==> src/rtl/tloop_pkg.sv <==
package tloop_pkg;
  typedef logic [1:0]        trit_t;
  typedef logic signed [1:0] tval_t;

  localparam trit_t T_NEG  = 2'b11;
  localparam trit_t T_ZERO = 2'b00;
  localparam trit_t T_POS  = 2'b01;
  localparam trit_t T_BAD  = 2'b10;

  localparam tval_t V_NEG = -2'sd1;
  localparam tval_t V_POS = 2'sd1;

  function automatic tval_t t_val(input trit_t c);
    case (c)
      T_NEG:   t_val = V_NEG;
      T_POS:   t_val = V_POS;
      default: t_val = 2'sd0;
    endcase
  endfunction

  function automatic trit_t t_code(input tval_t v);
    if (v == V_NEG)      t_code = T_NEG;
    else if (v == V_POS) t_code = T_POS;
    else                 t_code = T_ZERO;
  endfunction

  function automatic tval_t t_min(input tval_t a, input tval_t b);
    t_min = (a < b) ? a : b;
  endfunction

  function automatic tval_t t_max(input tval_t a, input tval_t b);
    t_max = (a > b) ? a : b;
  endfunction

  function automatic tval_t t_neg(input tval_t a);
    t_neg = -a;
  endfunction

  // ternary majority: max of pairwise mins
  function automatic tval_t t_maj(input tval_t a, input tval_t b, input tval_t c);
    t_maj = t_max(t_max(t_min(a, b), t_min(b, c)), t_min(a, c));
  endfunction

  function automatic logic ctl_legal(input trit_t c);
    ctl_legal = (c == T_NEG) || (c == T_POS);
  endfunction
endpackage

==> src/rtl/tloop_next.sv <==
module tloop_next
  import tloop_pkg::*;
(
  input  trit_t w_i,
  input  trit_t x_i,
  input  trit_t q_i,
  output trit_t nxt_o,
  output logic  bad_code_o,
  output logic  rule_o
);
  tval_t w_eff, x_v, q_v, inner, outer;

  always_comb begin
    // an unknown control code is treated as hold (-1)
    w_eff = ctl_legal(w_i) ? t_val(w_i) : V_NEG;
    x_v   = t_val(x_i);
    q_v   = t_val(q_i);
    // AND of negated control with current value: majority with -1 pinned
    inner = t_maj(t_neg(w_eff), V_NEG, q_v);
    // OR of data with that result: majority with +1 pinned
    outer = t_maj(x_v, V_POS, inner);
    nxt_o = t_code(outer);
  end

  assign bad_code_o = (x_i == T_BAD) || !ctl_legal(w_i);
  assign rule_o     = (w_i == T_NEG) && (x_i != T_NEG);
endmodule

==> src/rtl/tloop_stage.sv <==
module tloop_stage #(
  parameter int W = 16
) (
  input  logic         clk,
  input  logic         rst,
  input  logic         en,
  input  logic [W-1:0] d_i,
  output logic [W-1:0] q_o
);
  always_ff @(posedge clk) begin
    if (rst)     q_o <= '0;
    else if (en) q_o <= d_i;
  end
endmodule

==> src/rtl/tloop_reg.sv <==
module tloop_reg
  import tloop_pkg::*;
#(
  parameter int NTRIT       = 8,
  parameter int LOOP_STAGES = 4
) (
  input  logic                     clk,
  input  logic                     rst,
  input  logic [LOOP_STAGES-1:0]   zone_en,
  input  logic [2*NTRIT-1:0]       w_i,
  input  logic [2*NTRIT-1:0]       x_i,
  output logic [2*NTRIT-1:0]       q_o,
  output logic [NTRIT-1:0]         err_code_o,
  output logic [NTRIT-1:0]         err_rule_o
);
  localparam int W    = 2 * NTRIT;
  localparam int LAST = LOOP_STAGES - 1;

  logic [W-1:0] ring [LOOP_STAGES];
  logic [W-1:0] nxt_vec;
  logic [W-1:0] loop_head;
  logic [W-1:0] loop_tail;
  logic         sample_tick;
  logic         commit_tick;

  assign sample_tick = zone_en[0];
  assign commit_tick = zone_en[LAST];
  assign loop_head   = ring[0];
  assign loop_tail   = ring[LAST];

  genvar i, s;
  generate
    for (i = 0; i < NTRIT; i++) begin : g_cell
      logic bad_code, rule_brk;
      tloop_next u_next (
        .w_i        (w_i[2*i +: 2]),
        .x_i        (x_i[2*i +: 2]),
        .q_i        (loop_tail[2*i +: 2]),
        .nxt_o      (nxt_vec[2*i +: 2]),
        .bad_code_o (bad_code),
        .rule_o     (rule_brk)
      );
      assign err_code_o[i] = sample_tick & bad_code;
      assign err_rule_o[i] = sample_tick & rule_brk;
    end

    for (s = 0; s < LOOP_STAGES; s++) begin : g_ring
      if (s == 0) begin : g_head
        tloop_stage #(.W(W)) u_stg (
          .clk(clk), .rst(rst), .en(zone_en[s]),
          .d_i(nxt_vec), .q_o(ring[s])
        );
      end else begin : g_body
        tloop_stage #(.W(W)) u_stg (
          .clk(clk), .rst(rst), .en(zone_en[s]),
          .d_i(ring[s-1]), .q_o(ring[s])
        );
      end
    end
  endgenerate

  assign q_o = loop_tail;
endmodule

==> config.mk <==
export PLATFORM = sky130hd
export DESIGN_NAME = tloop_reg
export DESIGN_NICKNAME = d
export VERILOG_FILES = /design/src/rtl/tloop_pkg.sv /design/src/rtl/tloop_next.sv /design/src/rtl/tloop_stage.sv /design/src/rtl/tloop_reg.sv
export SDC_FILE = /design/constraint.sdc
export NUM_CORES = 1
export LEC_CHECK = 0
export BUFFER_PORTS_ARGS = -buffer_cell sky130_fd_sc_hd__buf_2
export CAP_MARGIN = 20
export CELL_PAD_IN_SITES_DETAIL_PLACEMENT = 0
export CELL_PAD_IN_SITES_GLOBAL_PLACEMENT = 1
export CORE_MARGIN = 1
export CORE_UTILIZATION = 47
export CTS_CLUSTER_SIZE = 8
export DETAILED_ROUTE_END_ITERATION = 12
export PLACE_DENSITY_LB_ADDON = 0.25
export SLEW_MARGIN = 20
export SYNTH_ARGS = -nofsm -noshare
export SYNTH_HDL_FRONTEND = slang
export SYNTH_SLANG_ARGS = --single-unit
==> constraint.sdc <==
create_clock -name clk -period 13.7 [get_ports clk]
set_input_delay 3.425 -clock clk [delete_from_list [all_inputs] [get_ports clk]]
set_output_delay 3.425 -clock clk [all_outputs]
set_load 0.01 [all_outputs]
==> results of run 1 <==
## Yosys cell counts, types with 3 or more instances
| master | n |
|---|---|
| nor4_1 | 8 |
| nor2b_1 | 8 |
| buf_1 | 8 |
| a211oi_1 | 15 |
| buf_6 | 5 |
| xnor2_1 | 38 |
| o41ai_2 | 5 |
| o21ai_0 | 22 |
| a311oi_2 | 5 |
| nand3_1 | 16 |
| a31oi_1 | 15 |
| o221ai_1 | 3 |
| a21boi_0 | 16 |
| nor3_1 | 5 |
| a21oi_1 | 50 |
| nand2_1 | 48 |
| clkbuf_1 | 13 |
| nor2_1 | 119 |
| mux2i_1 | 56 |
| nand2b_1 | 11 |
| dfxtp_1 | 64 |
| xor2_1 | 7 |
| fa_1 | 8 |
| ha_1 | 32 |
| buf_2 | 10 |
| o22ai_1 | 20 |
| inv_1 | 57 |
| and4_1 | 7 |
| and2_1 | 13 |
| nand4b_1 | 3 |
## metal layers
| metal | part of all wire, % | wire, um | up-vias |
|---|---|---|---|
| met5 | 0 | 0 | - |
| met4 | 0.73 | 87 | 0 |
| met3 | 2.9 | 349 | 9 |
| met2 | 48 | 5740 | 81 |
| met1 | 48 | 5740 | 2299 |
| li1 | - | - | 2538 |
## final cells by class
class                   count  area [sq um]
repair buffers             69           345
clock inverters             5          55.1
inverters                  57           214
flip-flops and latches     64          1280
clock buffers              11           253
fillers                  1088          5240
well taps                 143           179
multi-input cells         550          3800
## flip-flops by register name (all words and copies together), names as in the netlist
| name | count |
|---|---|
| g_ring.g_body.u_stg.q_o | 48 |
| g_ring.g_head.u_stg.q_o | 16 |
## worst max path at each step
stage                                         end  cells after the start        from  slack [ns]
finish                              err_rule_o[1]                      4  zone_en[0]        5.85
CTS                                 err_rule_o[1]                      4  zone_en[0]        5.82
floorplan                           err_rule_o[0]                      5  zone_en[0]        5.83
global placement    g_ring[0].g_head.u_stg.q_o[0]                     17      w_i[0]        5.83
global route                        err_rule_o[5]                      4  zone_en[0]        5.72
detailed placement  g_ring[0].g_head.u_stg.q_o[0]                     17      w_i[0]        5.72
## through the flow
stage                     utilization [%]  setup WS (ns)
after floorplan                         -           5.83
after global placement               51.0           5.83
after detailed placement             51.0           5.72
after CTS                            53.7           5.82
after global routing                 53.9           5.72
final                                53.9           5.85
## cell families (layout without fill, tap and decap cells)
logic type / Yosys count / in the layout / synth area share [%]
buffers and inverters: 95 / 142 / 7.56
muxes: 56 / 56 / 10.2
AOI/OAI and AO/OA: 168 / 168 / 21.1
adders and majority gates: 40 / 40 / 10.2
xor gates and xnor gates: 47 / 47 / 7.79
DFF: 64 / 64 / 23.4
and+or+nand+nor: 239 / 239 / 19.7
## worst register-to-register path, cell delays in order, from the launching register on
cell	delay, ns
dfxtp_1	0.36
a21oi_1	0.43
xnor2_1	0.20
ha_1	0.27
xnor2_1	0.83
xnor2_1	0.22
a21oi_1	0.22
mux2i_1	0.22
ha_1	0.16
inv_1	0.05
fa_1	0.40
a21boi_0	0.21
xnor2_1	0.30
nand3_1	0.10
and4_1	0.23
o41ai_2	0.26
## power by group through the flow
stage          sequential [mW]  combinational (mW)  clock [mW]
6_report                 0.206               0.261       0.228
5_1_grt                  0.207               0.298       0.240
4_1_cts                  0.206               0.261       0.232
3_5_place_dp             0.210               0.259           0
3_3_place_gp             0.209               0.252           0
2_1_floorplan            0.208               0.216           0
==> flow_summary.json, run 1 <==
{
  "path_clk_slew_ns": 0.05,
  "worst_ep_required_time_ns": 10.27,
  "cts_tree": "done",
  "path_max_fanout": 35,
  "synth_nets": 787,
  "dp.cells": 883,
  "worstMarginPinSlew_ns": 1.08,
  "start_util_pct": 48.2,
  "final.period_utilization_pct": 57.3,
  "worst_path_largest_cell_delay_ns": 0.55,
  "nets": 829,
  "min_path_cells": 2,
  "layout_common_cells": "119 x nor2_1, 69 x buf_2, 64 x dfxtp_1, 57 x inv_1, 56 x mux2i_1",
  "antenna_left": 0,
  "cts_resized": 0,
  "final_area_sq_um": 6130,
  "async_reset_ff_share_pct": 0,
  "r2r_end": "g_ring[0].g_head.u_stg.q_o[6]",
  "crit_family": "buffers and inverters",
  "synth_seq_cells": 64,
  "dieWidth_um": 110,
  "layout-drive-gt1-share_pct": 13.8,
  "vdd_drop_max_mv": 0.0780,
  "syn_inst": 709,
  "grt_pass1_vias": 4377,
  "min_from": "g_ring[0].g_head.u_stg.q_o[8]",
  "synth_edf_count": 0,
  "skew_ns": 0.00537,
  "drc_errors": 0,
  "p_total_mw": 0.695,
  "coreArea_sq_um": 11400,
  "cts_sinks": 64,
  "combPwrFrac_pct": 37.6,
  "hold_buffers": 0,
  "ios": 70,
  "crit_slowest_cell": "buf_2",
  "grt_use_met2_pct": 35.8,
  "p_int_mw": 0.457,
  "worstReg2RegStart": "g_ring[3].g_body.u_stg.q_o[6]",
  "clkPwrFrac_pct": 32.8,
  "worstSetupPathType": "in2out",
  "n_antenna_cell": 0,
  "min_to": "g_ring[0].g_head.u_stg.q_o[8]",
  "setup_viol": 0,
  "io_buffer_count": 69,
  "routedWlPerCell_um": 13.3,
  "switching_power_mw": 0.238,
  "via_count": 4927,
  "switching_share_pct": 34.3,
  "status": "complete, no violations",
  "crit_arrival_ns": 4.43,
  "rsz0062_at_grt": "no",
  "start_kind": "input port",
  "holdWs_ns": 0.463,
  "worst_path_most_repeated_cell": "buf_2",
  "yosysUniqueCellTypes": 44,
  "syn_avg_cell_area_sq_um": 7.72,
  "slew_violations": 0,
  "routed_wl_um": 11900,
  "hold_violations": 0,
  "dieHeight_um": 110,
  "grt_pass1_wl_um": 19600,
  "num_rows": 39,
  "grt_max_degree": 59,
  "endpoint_kind": "primary output",
  "synth.cell_area_sq_um": 5480,
  "via_per_inst": 5.48,
  "final_cell_count_no_fill": 899,
  "clockBufferDepth": 2,
  "area_growth_pct": 11.9,
  "cts.htree.levels": 3,
  "dr.pass1.iters": 4,
  "synth-main-ff-cell": "dfxtp_1",
  "pwr-share-seq_pct": 29.6,
  "met1_usage_pct": 25.6,
  "clockRootBuffer": "clkbuf_16",
  "slew_headroom_pct": 27.3,
  "cts_buffers": 9,
  "dp_hpwl_um": 8650,
  "fmaxAchievable_ghz": 0.127,
  "crit_buf_inv": 2,
  "busiest_layer": "met2",
  "cp_cell_sequence": "buf_2 > nand3_1 > nor2_1 > buf_2",
  "cellPowerDensity_nw_per_um2": 113,
  "maxCapViolations": 0,
  "layout_commonest_cell": "nor2_1",
  "yosys_warnings": 0,
  "antenna_found_initial": 0,
  "rr_worst_depth": 15,
  "post_cts_buffers": 0,
  "drt_iter0_markers": 282,
  "synth-seq-area-share_pct": 23.4,
  "leakagePower_nw": 2.71,
  "overflow": 0,
  "r2r_slack_ns": 9.14,
  "period_needed_ns": 7.85,
  "tns_ns": 0,
  "dieArea_sq_um": 12100,
  "hp-class": "reg2reg",
  "grt_use_total_pct": 20.2,
  "gp_congestion": 0.858,
  "clock_latency_ns": 0.32,
  "synth_largest_area_cell": "dfxtp_1",
  "grtUsageMet3_pct": 3.50,
  "placed_cell_area_sq_um": 5800,
  "yosysTopAreaCellShare_pct": 23.4,
  "ys_top_cells_by_area": "dfxtp_1 23%, mux2i_1 10%, nor2_1 8.2%"
}
Power figures use the tool's default switching activity.
==> inputs of run 2 (changes only) <==
--- a/config.mk
+++ b/config.mk
@@ -10,7 +10,7 @@
 export CELL_PAD_IN_SITES_DETAIL_PLACEMENT = 0
 export CELL_PAD_IN_SITES_GLOBAL_PLACEMENT = 1
 export CORE_MARGIN = 1
-export CORE_UTILIZATION = 47
+export CORE_UTILIZATION = 39
 export CTS_CLUSTER_SIZE = 8
 export DETAILED_ROUTE_END_ITERATION = 12
 export PLACE_DENSITY_LB_ADDON = 0.25
==> constraint.sdc (replaced) <==
create_clock -name clk -period 7.07 [get_ports clk]
set_input_delay 1.7675 -clock clk [delete_from_list [all_inputs] [get_ports clk]]
set_output_delay 1.7675 -clock clk [all_outputs]
set_load 0.01 [all_outputs]
==> flow_summary.json, run 2 (synthesis results as in run 1) <==
{
  "ios": 70,
  "start_util_pct": 40.7,
  "layout_common_cells": "119 x nor2_1, 69 x buf_2, 64 x dfxtp_1, 57 x inv_1, 56 x mux2i_1",
  "cts_sinks": 64,
  "tns_ns": 0,
  "largest_reg_flops": 48,
  "crit_buf_inv": 4,
  "multiInputGateArea_sq_um": 3780,
  "endpoint_kind": "flip-flop",
  "reg_top3": "g_ring.g_body.u_stg.q_o: 48 flops, g_ring.g_head.u_stg.q_o: 16 flops",
  "io_buffer_count": 69,
  "crit_slowest_cell": "xnor2_1",
  "fmaxAchievable_ghz": 0.178,
  "grt_pass1_vias": 4631,
  "final.period_utilization_pct": 79.3,
  "worst_path_largest_cell_delay_ns": 0.76,
  "dieHeight_um": 121,
  "slew_headroom_pct": 32.7,
  "leakagePower_nw": 2.70,
  "regMostFlops": "g_ring.g_body.u_stg.q_o",
  "drc_errors": 0,
  "setup_viol": 0,
  "dp_hpwl_um": 9000,
  "p_total_mw": 1.30,
  "num_rows": 42,
  "post_cts_buffers": 0,
  "dp.cells": 921,
  "layout_commonest_cell": "nor2_1",
  "overflow": 0,
  "clockBufferDepth": 2,
  "dr.pass1.iters": 4,
  "grt_use_total_pct": 17.6,
  "via_count": 4930,
  "via_per_inst": 5.27,
  "seq_area_sq_um": 1280,
  "hold_violations": 0,
  "grt_max_degree": 59,
  "period_needed_ns": 5.61,
  "cts_tree": "done",
  "start_kind": "input port",
  "final_cell_count_no_fill": 936,
  "cts.htree.levels": 3,
  "skew_ns": 0.00343,
  "hold_buffers": 0,
  "routedWlPerCell_um": 13.2,
  "routed_wl_um": 12400,
  "vdd_drop_max_mv": 0.106,
  "antenna_left": 0,
  "dieWidth_um": 121,
  "cp_cell_sequence": "buf_2 > nor2b_1 > nor2_1 > inv_1 > ha_1 > inv_1 > ha_1 > xnor2_1 > xnor2_1 > a21oi_1 > mux2i_1 > ha_1 > inv_1 > fa_1 > a21boi_0 > xnor2_1 > a21oi_1 > o221ai_1 > a21oi_1",
  "rsz0062_at_grt": "no",
  "status": "complete, no violations",
  "worst_ep_required_time_ns": 7.23,
  "gp_congestion": 0.841,
  "maxCapViolations": 0,
  "drt_iter0_markers": 189,
  "crit_arrival_ns": 5.76,
  "path_clk_slew_ns": 0.05,
  "hp-class": "reg2reg",
  "worstMarginPinSlew_ns": 1.01,
  "path_max_fanout": 11,
  "clockRootBuffer": "clkbuf_16",
  "n_antenna_cell": 0,
  "area_growth_pct": 12.2,
  "cts_buffers": 9,
  "dieArea_sq_um": 14500,
  "crit_family": "XOR/XNOR gates",
  "n_fill_cell": 1407,
  "cellPowerDensity_nw_per_um2": 212,
  "nets": 834,
  "antenna_found_initial": 0,
  "worstSetupPathType": "in2reg",
  "clock_latency_ns": 0.32,
  "grt_pass1_wl_um": 21100,
  "coreArea_sq_um": 13500,
  "slew_violations": 0,
  "cts_resized": 0,
  "layout-drive-gt1-share_pct": 13.3
}
==> run 2: cell types whose count changed in the layout (fill, tap and decap cells not counted) <==
cell	before	now
buf_4	0	5
clkbuf_1	0	4
xnor2_1	35	38
xnor2_2	5	2
clkinv_2	2	0
clkinvlp_4	2	0
bufinv_16	1	0
==> run 2: routing by layer <==
layer / wire [um] / vias up / track usage [%]
met5: 0 / - / 0
met4: 23 / 0 / 3.24
met3: 265 / 2 / 3.02
met2: 6120 / 45 / 31.6
met1: 5980 / 2334 / 21.9
li1: - / 2549 / -
==> run 2: final timing paths <==
kind                                                       end  slack (ns)                            from  cells past startpoint
worst max-delay path            g_ring[0].g_head.u_stg.q_o[11]        1.46                         w_i[10]                     19
worst min register to register  g_ring[0].g_head.u_stg.q_o[12]        0.45  g_ring[0].g_head.u_stg.q_o[12]                      2
worst max register to register  g_ring[0].g_head.u_stg.q_o[11]        2.78  g_ring[3].g_body.u_stg.q_o[10]                     17
worst min-delay path            g_ring[0].g_head.u_stg.q_o[12]        0.45  g_ring[0].g_head.u_stg.q_o[12]                      2
==> run 2: through the flow <==
stage	setup WS (ns)	hold slack (ns)	util [%]	area, sq um
global placement	1.33	0.445	43.7	5880
CTS	1.49	0.458	45.7	6150
global route	1.15	0.492	45.7	6150
finish	1.46	0.454	45.7	6150
floorplan	1.89	0.425	-	5480
detailed placement	1.16	0.446	43.7	5880
==> run 2: tightest hold or removal path: stages (launching register included) <==
cell and delay, ns:
dfxtp_1 0.32, nand2_1 0.06, o41ai_2 0.04
==> run 2: power breakdown <==
group          leakage (nW)  internal [mW]  total (mW)  switching (mW)
combinational          2.05          0.214       0.512           0.299
clock                 0.130          0.254       0.392           0.138
sequential            0.520          0.386       0.399          0.0130
==> run 2: layout make-up <==
cell class                      count  share of cell area [%]
Clock buffer                       15                    4.36
Inverter                           57                    3.48
Multi-Input combinational cell    550                    61.5
Sequential cell                    64                    20.8
Tap cell                          176                    3.58
Timing Repair Buffer               74                    6.23
